<file path="config.mk">
export PLATFORM = sky130hd
export DESIGN_NAME = rr_next_sel
export DESIGN_NICKNAME = d
export VERILOG_FILES = /design/src/rtl/rr_pkg.sv /design/src/rtl/rr_pick.sv /design/src/rtl/rr_ptr.sv /design/src/rtl/rr_next_sel.sv
export SDC_FILE = /design/constraint.sdc
export NUM_CORES = 1
export LEC_CHECK = 0
export BUFFER_PORTS_ARGS = -buffer_cell sky130_fd_sc_hd__buf_4
export CORE_MARGIN = 2
export CORE_UTILIZATION = 48
export DETAILED_ROUTE_END_ITERATION = 16
export HOLD_SLACK_MARGIN = 0.03
export MAX_ROUTING_LAYER = met4
export PLACE_DENSITY = 0.79
export SLEW_MARGIN = 20
export SYNTH_ARGS = -nofsm -noshare
export SYNTH_HDL_FRONTEND = slang
export SYNTH_SLANG_ARGS = --single-unit
</file>
<file path="constraint.sdc">
create_clock -name clk -period 2 [get_ports clk]
set_clock_uncertainty 0.1 [all_clocks]
set_input_delay 0.4 -clock clk [delete_from_list [all_inputs] [get_ports clk]]
set_output_delay 0.4 -clock clk [all_outputs]
set_load 0.005 [all_outputs]
</file>
<file path="src/rtl/rr_pkg.sv">
package rr_pkg;

    // Map any signed offset onto 0..n-1 (modulo with a non-negative result).
    function automatic int wrap_idx(input int i, input int n);
        return ((i % n) + n) % n;
    endfunction

endpackage

</file>
<file path="src/rtl/rr_pick.sv">
// Combinational round-robin pick: for every output bit j, scan back over
// distances d = 1..N to find the current one-hot bit, and require that no
// request lies strictly between it and j.
module rr_pick #(
    parameter int N = 8
) (
    input  logic [N-1:0] cur_i,
    input  logic [N-1:0] req_i,
    output logic [N-1:0] gnt_o
);
    for (genvar j = 0; j < N; j++) begin : g_bit
        // rq_w[e] is the request e positions below j (cyclic); rq_w[0] unused.
        logic [N-1:0] rq_w;
        logic [N:1]   hit_w;

        assign rq_w[0] = 1'b0;
        for (genvar e = 1; e < N; e++) begin : g_rq
            assign rq_w[e] = req_i[rr_pkg::wrap_idx(j - e, N)];
        end

        for (genvar d = 1; d <= N; d++) begin : g_hit
            assign hit_w[d] = cur_i[rr_pkg::wrap_idx(j - d, N)] & ~(|rq_w[d-1:0]);
        end

        assign gnt_o[j] = req_i[j] & (|hit_w);
    end
endmodule

</file>
<file path="src/rtl/rr_ptr.sv">
module rr_ptr #(
    parameter int N = 8
) (
    input  logic         clk,
    input  logic         rst_n,
    input  logic         step_i,
    input  logic [N-1:0] req_i,
    input  logic [N-1:0] nxt_i,
    output logic [N-1:0] ptr_o
);
    localparam logic [N-1:0] PTR_RST = {1'b1, {(N-1){1'b0}}} >> 0;

    typedef struct packed {
        logic [N-1:0] ptr;
    } ptr_st_t;

    ptr_st_t st_d, st_q;

    always_comb begin
        st_d = st_q;
        if (step_i && (|req_i)) begin
            st_d.ptr = nxt_i;
        end
    end

    always_ff @(posedge clk or negedge rst_n) begin
        if (!rst_n) begin
            st_q.ptr <= PTR_RST;
        end else begin
            st_q <= st_d;
        end
    end

    assign ptr_o = st_q.ptr;


    ptr_onehot_chk: assert property (@(posedge clk) disable iff (!rst_n)
        $onehot(st_q.ptr));


    ptr_hold_chk: assert property (@(posedge clk) disable iff (!rst_n)
        (!step_i || !(|req_i)) |=> $stable(st_q.ptr));
endmodule

</file>
<file path="src/rtl/rr_next_sel.sv">
module rr_next_sel #(
    parameter int N = 8
) (
    input  logic         clk,
    input  logic         rst_n,
    input  logic [N-1:0] cur_i,
    input  logic [N-1:0] req_i,
    input  logic         step_i,
    output logic [N-1:0] nxt_o,
    output logic [N-1:0] ptr_o,
    output logic [N-1:0] ptr_nxt_o
);
    logic [N-1:0] ptr_w;
    logic [N-1:0] ptr_nxt_w;

    rr_pick #(.N(N)) u_pick_cur (
        .cur_i (cur_i),
        .req_i (req_i),
        .gnt_o (nxt_o)
    );

    rr_pick #(.N(N)) u_pick_ptr (
        .cur_i (ptr_w),
        .req_i (req_i),
        .gnt_o (ptr_nxt_w)
    );

    rr_ptr #(.N(N)) u_ptr (
        .clk    (clk),
        .rst_n  (rst_n),
        .step_i (step_i),
        .req_i  (req_i),
        .nxt_i  (ptr_nxt_w),
        .ptr_o  (ptr_w)
    );

    assign ptr_o     = ptr_w;
    assign ptr_nxt_o = ptr_nxt_w;


    grant_onehot_chk: assert property (@(posedge clk) disable iff (!rst_n)
        $onehot0(nxt_o) && $onehot0(ptr_nxt_w));


    grant_in_req_chk: assert property (@(posedge clk) disable iff (!rst_n)
        (ptr_nxt_w & ~req_i) == '0);


    idle_zero_chk: assert property (@(posedge clk) disable iff (!rst_n)
        (req_i == '0) |-> (ptr_nxt_w == '0));


    ptr_load_chk: assert property (@(posedge clk) disable iff (!rst_n)
        (step_i && (|req_i)) |=> (ptr_w == $past(ptr_nxt_w)));


    self_only_chk: assert property (@(posedge clk) disable iff (!rst_n)
        (req_i == ptr_w) |-> (ptr_nxt_w == ptr_w));
endmodule

</file>
==> results of run 1 <==
[cells in the final DEF (no fill, tap or decap), types with 4 or more instances in the layout]
| cell type | count |
|---|---|
| a21oi_1 | 6 |
| inv_1 | 4 |
| o21a_1 | 5 |
| o21ai_1 | 4 |
| a21oi_2 | 9 |
| nand2_1 | 13 |
| nor2_2 | 4 |
| buf_4 | 76 |
| nor2_1 | 8 |
| a22o_1 | 4 |
| a31oi_1 | 7 |
| dfrtp_1 | 5 |
| buf_6 | 14 |
| nand3_1 | 4 |
[worst max-delay path, stage by stage (launching register included)]
cell      delay [ns]
dfrtp_2         0.44
nand2b_4        0.19
o311ai_4        0.13
and2b_1         0.22
o211ai_1        0.28
and2_1          0.20
buf_4           0.12
[final timing paths]
kind,endpoint,slack [ns],cells after the start
max in group asynchronous,u_ptr.ptr_o[7],1.20,2
worst max register to register,u_ptr.ptr_o[4],-0.02,7
worst min register to register,u_ptr.ptr_o[4],0.59,2
min in group asynchronous,u_ptr.ptr_o[2],0.38,2
worst min-delay path,u_ptr.ptr_o[5],0.32,2
worst max-delay path,ptr_nxt_o[4],-0.33,6
[cell type report]
| class | count | area (µm²) | share of cell area, % |
|---|---|---|---|
| multi-input cells | 123 | 1020 | 48.9 |
| repair buffers | 93 | 768 | 36.8 |
| flip-flops and latches | 8 | 204 | 9.77 |
| well taps | 28 | 35.0 | 1.68 |
| inverters | 8 | 32.5 | 1.56 |
| clock buffers | 4 | 26.3 | 1.26 |
[power by group through the flow]
stage,clock network (mW),registers [mW],logic (mW)
after floorplan,0,0.218,0.202
after global placement,0,0.215,0.439
after detailed placement,0,0.216,0.451
after CTS,0.134,0.215,0.546
after global routing,0.151,0.226,0.741
final,0.136,0.226,0.721
[per-layer routing]
metal  GRT usage (%)  vias up
met5               -        -
met4            26.3        0
met3            4.39      113
met2            72.9      239
met1            44.5      862
li1                -      731
[per-stage QoR]
step	cells	hold slack (ns)	utilization (%)	power, mW	cell area, µm²
after floorplan	148	0.00441	-	0.420	1080
final	264	0.316	96.2	1.08	2090
after detailed placement	242	0.122	74.7	0.666	1620
after CTS	256	0.300	85.5	0.896	1860
after global routing	264	0.309	96.2	1.12	2090
after global placement	242	0.120	74.7	0.654	1620
[kinds of logic after synthesis]
kind of cell	after synthesis	synth area share, %
DFF	8	18.7
buffers and inverters	17	8.11
AOI/OAI and AO/OA	65	42.9
muxes	1	1.04
and+or+nand+nor	57	29.3
[timing repair]
item                                    in CTS  in global routing
cloned                                       0                  0
resized for setup                           31                 43
hold endpoints to repair                     7                  0
pin swaps                                   18                 22
buffers inserted                             9                  9
endpoints found under the setup margin      15                 16
hold buffers                                 1                  0
==> run_results.csv, run 1 <==
group,metric,value,unit
yosys,dominantRegCellSynth,"dfrtp_1",
routing,wl_met2,3090,µm
global_routing,grt_pass1_wl,7980,µm
yosys,synth_area_leaders,"dfrtp_1, a21oi_1, nand2_1, a31oi_1, nor2_1",
pwr,switching_share,41.7,%
routing,drt-wirelength-per-cell,27.4,µm
pwr,power_per_cell_area,519,nW/µm²
critical_path,cp.arrival,1.83,ns
pwr,pwr-share-clk,12.5,%
run_status,violations,"negative setup slack",
critical_path,startpoint_type,"flip-flop",
yosys,netlist_area,1080,µm²
finish,largest_reg_flops,8,
yosys,synthTopCellsByCount,"a21oi_1, nand2_1, nor2_1",
timing,fmaxAchievable,429,MHz
hold_path,hp-class,"input port to flip-flop",
finish,drive_above_1_share,62.7,%
yosys,synth_top_area_cell,"dfrtp_1",
global_routing,grt_pass1_vias,1697,
routing,wl_met3,956,µm
die,start_util,49.8,%
pwr,combPwrFrac,66.6,%
pwr,p_leak,0.942,nW
global_routing,antenna_found_initial,0,
placed_design,io_buffers,42,
critical_path,worstSetupEndpointType,"output port",
yosys,synth_cell_types,48,
timing,worst_pin_slew,0.427,ns
pwr,p_seq_share,20.9,%
die,top_level_ports,43,
timing,finalWorstSetupSlack,-0.333,ns
clocking,cts_made_buffers,3,
yosys,ys_warn_count,0,
routing,wl_met1,2290,µm
critical_path,critical_path.startpoint,"u_ptr.ptr_o[6]",
finish,area_growth,93.3,%
die,rows,17,
clocking,cts_tree,"built",
routing,drc,0,
yosys,synth_top_area_share,16.2,%
global_routing,overflow,0,
placed_design,place_ws,-0.0842,ns
timing,hold_viol,0,
clocking,htree_levels,1,
timing,rsz0062_at_grt,"yes",
clocking,cts.clk_slew.worst_paths,0.05,ns
routing,drt_wl_total,7230,µm
run_status,outcome,"finished with violations",
placed_design,gp_congestion,0.950,
timing,slew_headroom,71.4,%
global_routing,grt_max_degree,11,
routing,initialDrtViolationCount,158,
timing,fin_setup_tns,-2.64,ns
routing,antenna_left,0,
critical_path,timing_worst_setup_path_type,"flip-flop to output port",
yosys,synth-seq-area-share,18.7,%
finish,diodes,0,
job,max_cap_violations,0,
pwr,power_switching,452,µW
die,fp.dieH,51.4,µm
timing,finalCritPeriodShare,117,%
pwr,peakVddDrop,0.000710,V
timing,setup_violations,18,
die,die_x,51.4,µm
critical_path,path_max_fanout,4,
routing,routed.top_layer,"met4",
hold_path,hp-start,"step_i",
die,fp.coreArea,2170,µm²
critical_path,timing.rr.start,"u_ptr.ptr_o[6]",
yosys,synth.most_common_cell,"a21oi_1",
routing,first_pass_iters,5,
global_routing,grt_usage,41.6,%
clocking,clk_path_buf_depth,2,
critical_path,crit_required,1.50,ns
routing,num_vias,1945,
yosys,ys_seq_elements,8,
yosys,ys_async_sr_fraction,100,%
timing,fin_crit,2.33,ns
yosys,syn_nets,167,
routing,vias_per_cell,7.37,
placed_design,dp_hpwl,3270,µm
yosys,netlist_instances,148,
finish,fin_nets,256,
finish,nFillCells,46,
pwr,p_int,630,µW
clocking,cts_root_buf,"clkbuf_4",
yosys,avgSynthCellArea,7.30,µm²
yosys,synth_edf_count,0,
clocking,clock_sink_count,8,
clocking,clk_latency,0.26,ns
timing,slew_violations,0,
die,die_area,2650,µm²
Power figures use the tool's default switching activity.
==> run 2, diff against run 1 <==
--- a/config.mk
+++ b/config.mk
@@ -11,7 +11,7 @@
 export DETAILED_ROUTE_END_ITERATION = 16
 export HOLD_SLACK_MARGIN = 0.03
 export MAX_ROUTING_LAYER = met4
-export PLACE_DENSITY = 0.79
+export PLACE_DENSITY = 0.78
 export SLEW_MARGIN = 20
 export SYNTH_ARGS = -nofsm -noshare
 export SYNTH_HDL_FRONTEND = slang
==> run 2 against run 1 <==
Net effect:
- the flow now stops in 5_1_grt
- synthesized cell count is the same
- area after synthesis is the same
==> run_results.csv, run 2 <==
group,metric,value,unit
run_status,error,"[ERROR GRT-0232] Routing congestion too high. Check the congestion heatmap in the GUI.",
run_status,lastStage,"5_1_grt",
clocking,cts_made_buffers,3,
yosys,syn_nets,167,
yosys,netlist_area,1080,µm²
clocking,clock_sink_count,8,
yosys,ys_seq_elements,8,
yosys,synth_area_leaders,"dfrtp_1, a21oi_1, nand2_1, a31oi_1, nor2_1",
yosys,synth_cell_types,48,
yosys,synthTopCellsByCount,"a21oi_1, nand2_1, nor2_1",
die,rows,17,
clocking,cts_root_buf,"clkbuf_4",
yosys,ys_async_sr_fraction,100,%
placed_design,gp_congestion,0.935,
yosys,dominantRegCellSynth,"dfrtp_1",
die,die_x,51.4,µm
yosys,ys_warn_count,0,
die,fp.dieH,51.4,µm
yosys,synth_edf_count,0,
yosys,synth.most_common_cell,"a21oi_1",
clocking,clk_path_buf_depth,2,
placed_design,io_buffers,42,
global_routing,overflow,58,
run_status,outcome,"did not finish",
yosys,synth-seq-area-share,18.7,%
yosys,avgSynthCellArea,7.30,µm²
timing,worst-ep-kind,"output port",
yosys,netlist_instances,148,
placed_design,dp_hpwl,3180,µm
yosys,synth_top_area_share,16.2,%
die,start_util,49.8,%
clocking,htree_levels,1,
die,top_level_ports,43,
yosys,synth_top_area_cell,"dfrtp_1",
global_routing,grt_max_degree,10,
global_routing,grt_usage,77.7,%
timing,grt-worst-endpoint,"ptr_nxt_o[3]",
==> run 2: cell counts after synthesis <==
No cell type changed its count.
==> run 2: metal layers <==
metal | GRT usage [%] | overflow
met1 | 73.2 | 0
met2 | 100 | 30
met3 | 44.2 | 1
met4 | 93.0 | 27
met5 | - | -
==> run 2: kinds of logic after synthesis <==
| kind of cell | Yosys count | share of synthesized area, % |
|---|---|---|
| and+or+nand+nor | 57 | 29.3 |
| AOI/OAI and AO/OA | 65 | 42.9 |
| buffers and inverters | 17 | 8.11 |
| DFF | 8 | 18.7 |
| muxes | 1 | 1.04 |
==> run 2: timing repair <==
action,4_1_cts
buffers inserted,8
resized for setup,29
pin swaps,12
endpoints found under the setup margin,15
endpoints found under the hold margin,7
hold buffers,1
==> run 2: through the flow <==
step	instances	setup TNS [ns]	worst slack, ns	util, %	instance area (µm²)
3_5_place_dp	245	-0.636	-0.107	76.3	1660
4_1_cts	257	-0.805	-0.222	85.4	1850
3_3_place_gp	245	-0.440	-0.0792	76.3	1660
2_1_floorplan	148	0	0.0484	-	1080
==> run 3, diff against run 2 <==
--- a/config.mk
+++ b/config.mk
@@ -6,12 +6,10 @@
 export NUM_CORES = 1
 export LEC_CHECK = 0
 export BUFFER_PORTS_ARGS = -buffer_cell sky130_fd_sc_hd__buf_4
-export CORE_MARGIN = 2
-export CORE_UTILIZATION = 48
+export CORE_AREA = 2 2 63 65
 export DETAILED_ROUTE_END_ITERATION = 16
-export HOLD_SLACK_MARGIN = 0.03
-export MAX_ROUTING_LAYER = met4
-export PLACE_DENSITY = 0.78
+export DIE_AREA = 0 0 65 67
+export PLACE_DENSITY_LB_ADDON = 0.15
 export SLEW_MARGIN = 20
 export SYNTH_ARGS = -nofsm -noshare
 export SYNTH_HDL_FRONTEND = slang
==> run 3 against run 2 <==
Net effect:
- the flow now finishes, with violations (negative setup slack)
==> run_results.csv, run 3 (synthesized netlist as in run 1, its figures left out) <==
group,metric,value,unit
timing,finalWorstSetupSlack,-0.141,ns
placed_design,dp_hpwl,3550,µm
critical_path,path_max_fanout,5,
clocking,cts_tree,"built",
critical_path,crit_buf_inv,2,
clocking,cts.clk_slew.worst_paths,0.04,ns
die,top_level_ports,43,
die,fp.coreArea,3610,µm²
critical_path,critPathTopFamily,"compound AO/OA/AOI/OAI gates",
finish,multi_input_area,966,µm²
die,rows,22,
run_status,outcome,"finished with violations",
routing,antenna_left,0,
timing,slew_violations,0,
finish,final_cell_mix,"buf_4, nand2_1, nor2_1, a21oi_2, a31oi_1",
timing,fmaxAchievable,467,MHz
timing,fin_crit,2.14,ns
routing,initialDrtViolationCount,69,
clocking,htree_levels,1,
pwr,p_leak,0.976,nW
critical_path,timing_worst_setup_path_type,"flip-flop to output port",
critical_path,startpoint_type,"flip-flop",
placed_design,gp_congestion,0.878,
pwr,p_int,671,µW
pwr,power_per_cell_area,485,nW/µm²
die,die_area,4360,µm²
finish,drive_above_1_share,60.8,%
finish,diodes,0,
timing,setup_violations,8,
critical_path,crit_required,1.50,ns
global_routing,antenna_found_initial,0,
die,fp.dieH,67,µm
pwr,p_seq_share,21.2,%
placed_design,io_buffers,42,
pwr,peakVddDrop,0.000343,V
critical_path,crit_path_cell_trace,"buf_4 > nor3b_2 > o31ai_2 > a31oi_1 > o21a_1 > buf_4",
finish,nFillCells,343,
clocking,clk_latency,0.23,ns
routing,drt_wl_total,4710,µm
routing,vias_per_cell,5.31,
pwr,pwr-share-clk,19.8,%
hold_path,hp-class,"input port to flip-flop",
pwr,combPwrFrac,59.0,%
timing,fin_setup_tns,-0.644,ns
timing,worst_pin_slew,0.379,ns
routing,num_vias,1555,
critical_path,worstSetupEndpointType,"output port",
pwr,switching_share,34.9,%
timing,slew_headroom,74.5,%
global_routing,grt_max_degree,10,
critical_path,cp.arrival,1.64,ns
finish,largest_reg_flops,8,
run_status,violations,"negative setup slack",
critical_path,crit_top_cell,"buf_4",
pwr,power_switching,360,µW
global_routing,grt_pass1_vias,1508,
timing,finalCritPeriodShare,107,%
timing,rsz0062_at_grt,"yes",
die,start_util,29.9,%
finish,register_area,204,µm²
clocking,cts_root_buf,"clkbuf_8",
finish,finalNonFillerCells,293,
job,max_cap_violations,0,
clocking,cts_made_buffers,3,
timing,hold_viol,0,
global_routing,overflow,0,
finish,area_growth,97.0,%
global_routing,grt_pass1_wl,7110,µm
critical_path,cpPeakStageDelay,0.40,ns
placed_design,post-place-cells,273,
finish,final_common_cell,"buf_4",
die,die_x,65,µm
routing,drc,0,
routing,first_pass_iters,4,
global_routing,grt_usage,21.3,%
routing,drt-wirelength-per-cell,16.1,µm
finish,fin_nets,265,
clocking,clock_sink_count,8,
clocking,clk_path_buf_depth,2,
critical_path,cp_slowest_cell,"dfrtp_1",
pwr,report.power.total,1.03,mW
-- run 3: path summary, 6_finish.rpt --
path | start | cells past startpoint | end | slack, ns
worst max-delay path | u_ptr.ptr_o[5] | 6 | ptr_nxt_o[5] | -0.14
worst min-delay path | step_i | 2 | u_ptr.ptr_o[5] | 0.34
max in group asynchronous | rst_n | 2 | u_ptr.ptr_o[7] | 1.16
worst max register to register | u_ptr.ptr_o[5] | 7 | u_ptr.ptr_o[5] | 0.17
worst min register to register | u_ptr.ptr_o[3] | 2 | u_ptr.ptr_o[3] | 0.57
min in group asynchronous | rst_n | 2 | u_ptr.ptr_o[3] | 0.43
-- run 3: power groups by stage --
| stage | sequential, mW | clock (mW) | combinational (mW) |
|---|---|---|---|
| 2_1_floorplan | 0.218 | 0 | 0.202 |
| 3_3_place_gp | 0.217 | 0 | 0.470 |
| 3_5_place_dp | 0.218 | 0 | 0.472 |
| 4_1_cts | 0.219 | 0.211 | 0.536 |
| 5_1_grt | 0.222 | 0.232 | 0.653 |
| 6_report | 0.219 | 0.204 | 0.608 |
-- run 3: stage by stage --
stage / utilization (%) / hold slack, ns / instance area (µm²) / setup slack [ns]
detailed placement: 47.9 / 0.126 / 1730 / -0.111
floorplan: - / 0.00441 / 1080 / 0.0484
global placement: 47.9 / 0.123 / 1730 / -0.0933
CTS: 54.3 / 0.334 / 1960 / -0.174
global route: 59.0 / 0.335 / 2130 / -0.292
finish: 59.0 / 0.339 / 2130 / -0.141
-- run 3: area by class of cell --
class / instances / share of cell area [%]
tap: 48 / 2.82
multi-input combinational: 123 / 45.4
sequential: 8 / 9.59
inverter: 8 / 1.53
clock buffer: 4 / 2.12
timing repair buffer: 102 / 38.5
-- run 3: repair_timing --
| action | in CTS | in global routing |
|---|---|---|
| setup endpoints to repair | 12 | 14 |
| pin swaps | 19 | 24 |
| hold buffers | 1 | 0 |
| gates resized for setup | 34 | 23 |
| endpoints found under the hold margin | 7 | 0 |
| setup buffers | 7 | 11 |
-- run 3: per-layer routing --
layer / track usage (%) / routed length, µm / vias up
met5: 0 / 0 / -
met4: 5.59 / 80 / 0
met3: 6.25 / 248 / 7
met2: 35.3 / 2320 / 45
met1: 27.0 / 2060 / 751
li1: - / - / 752
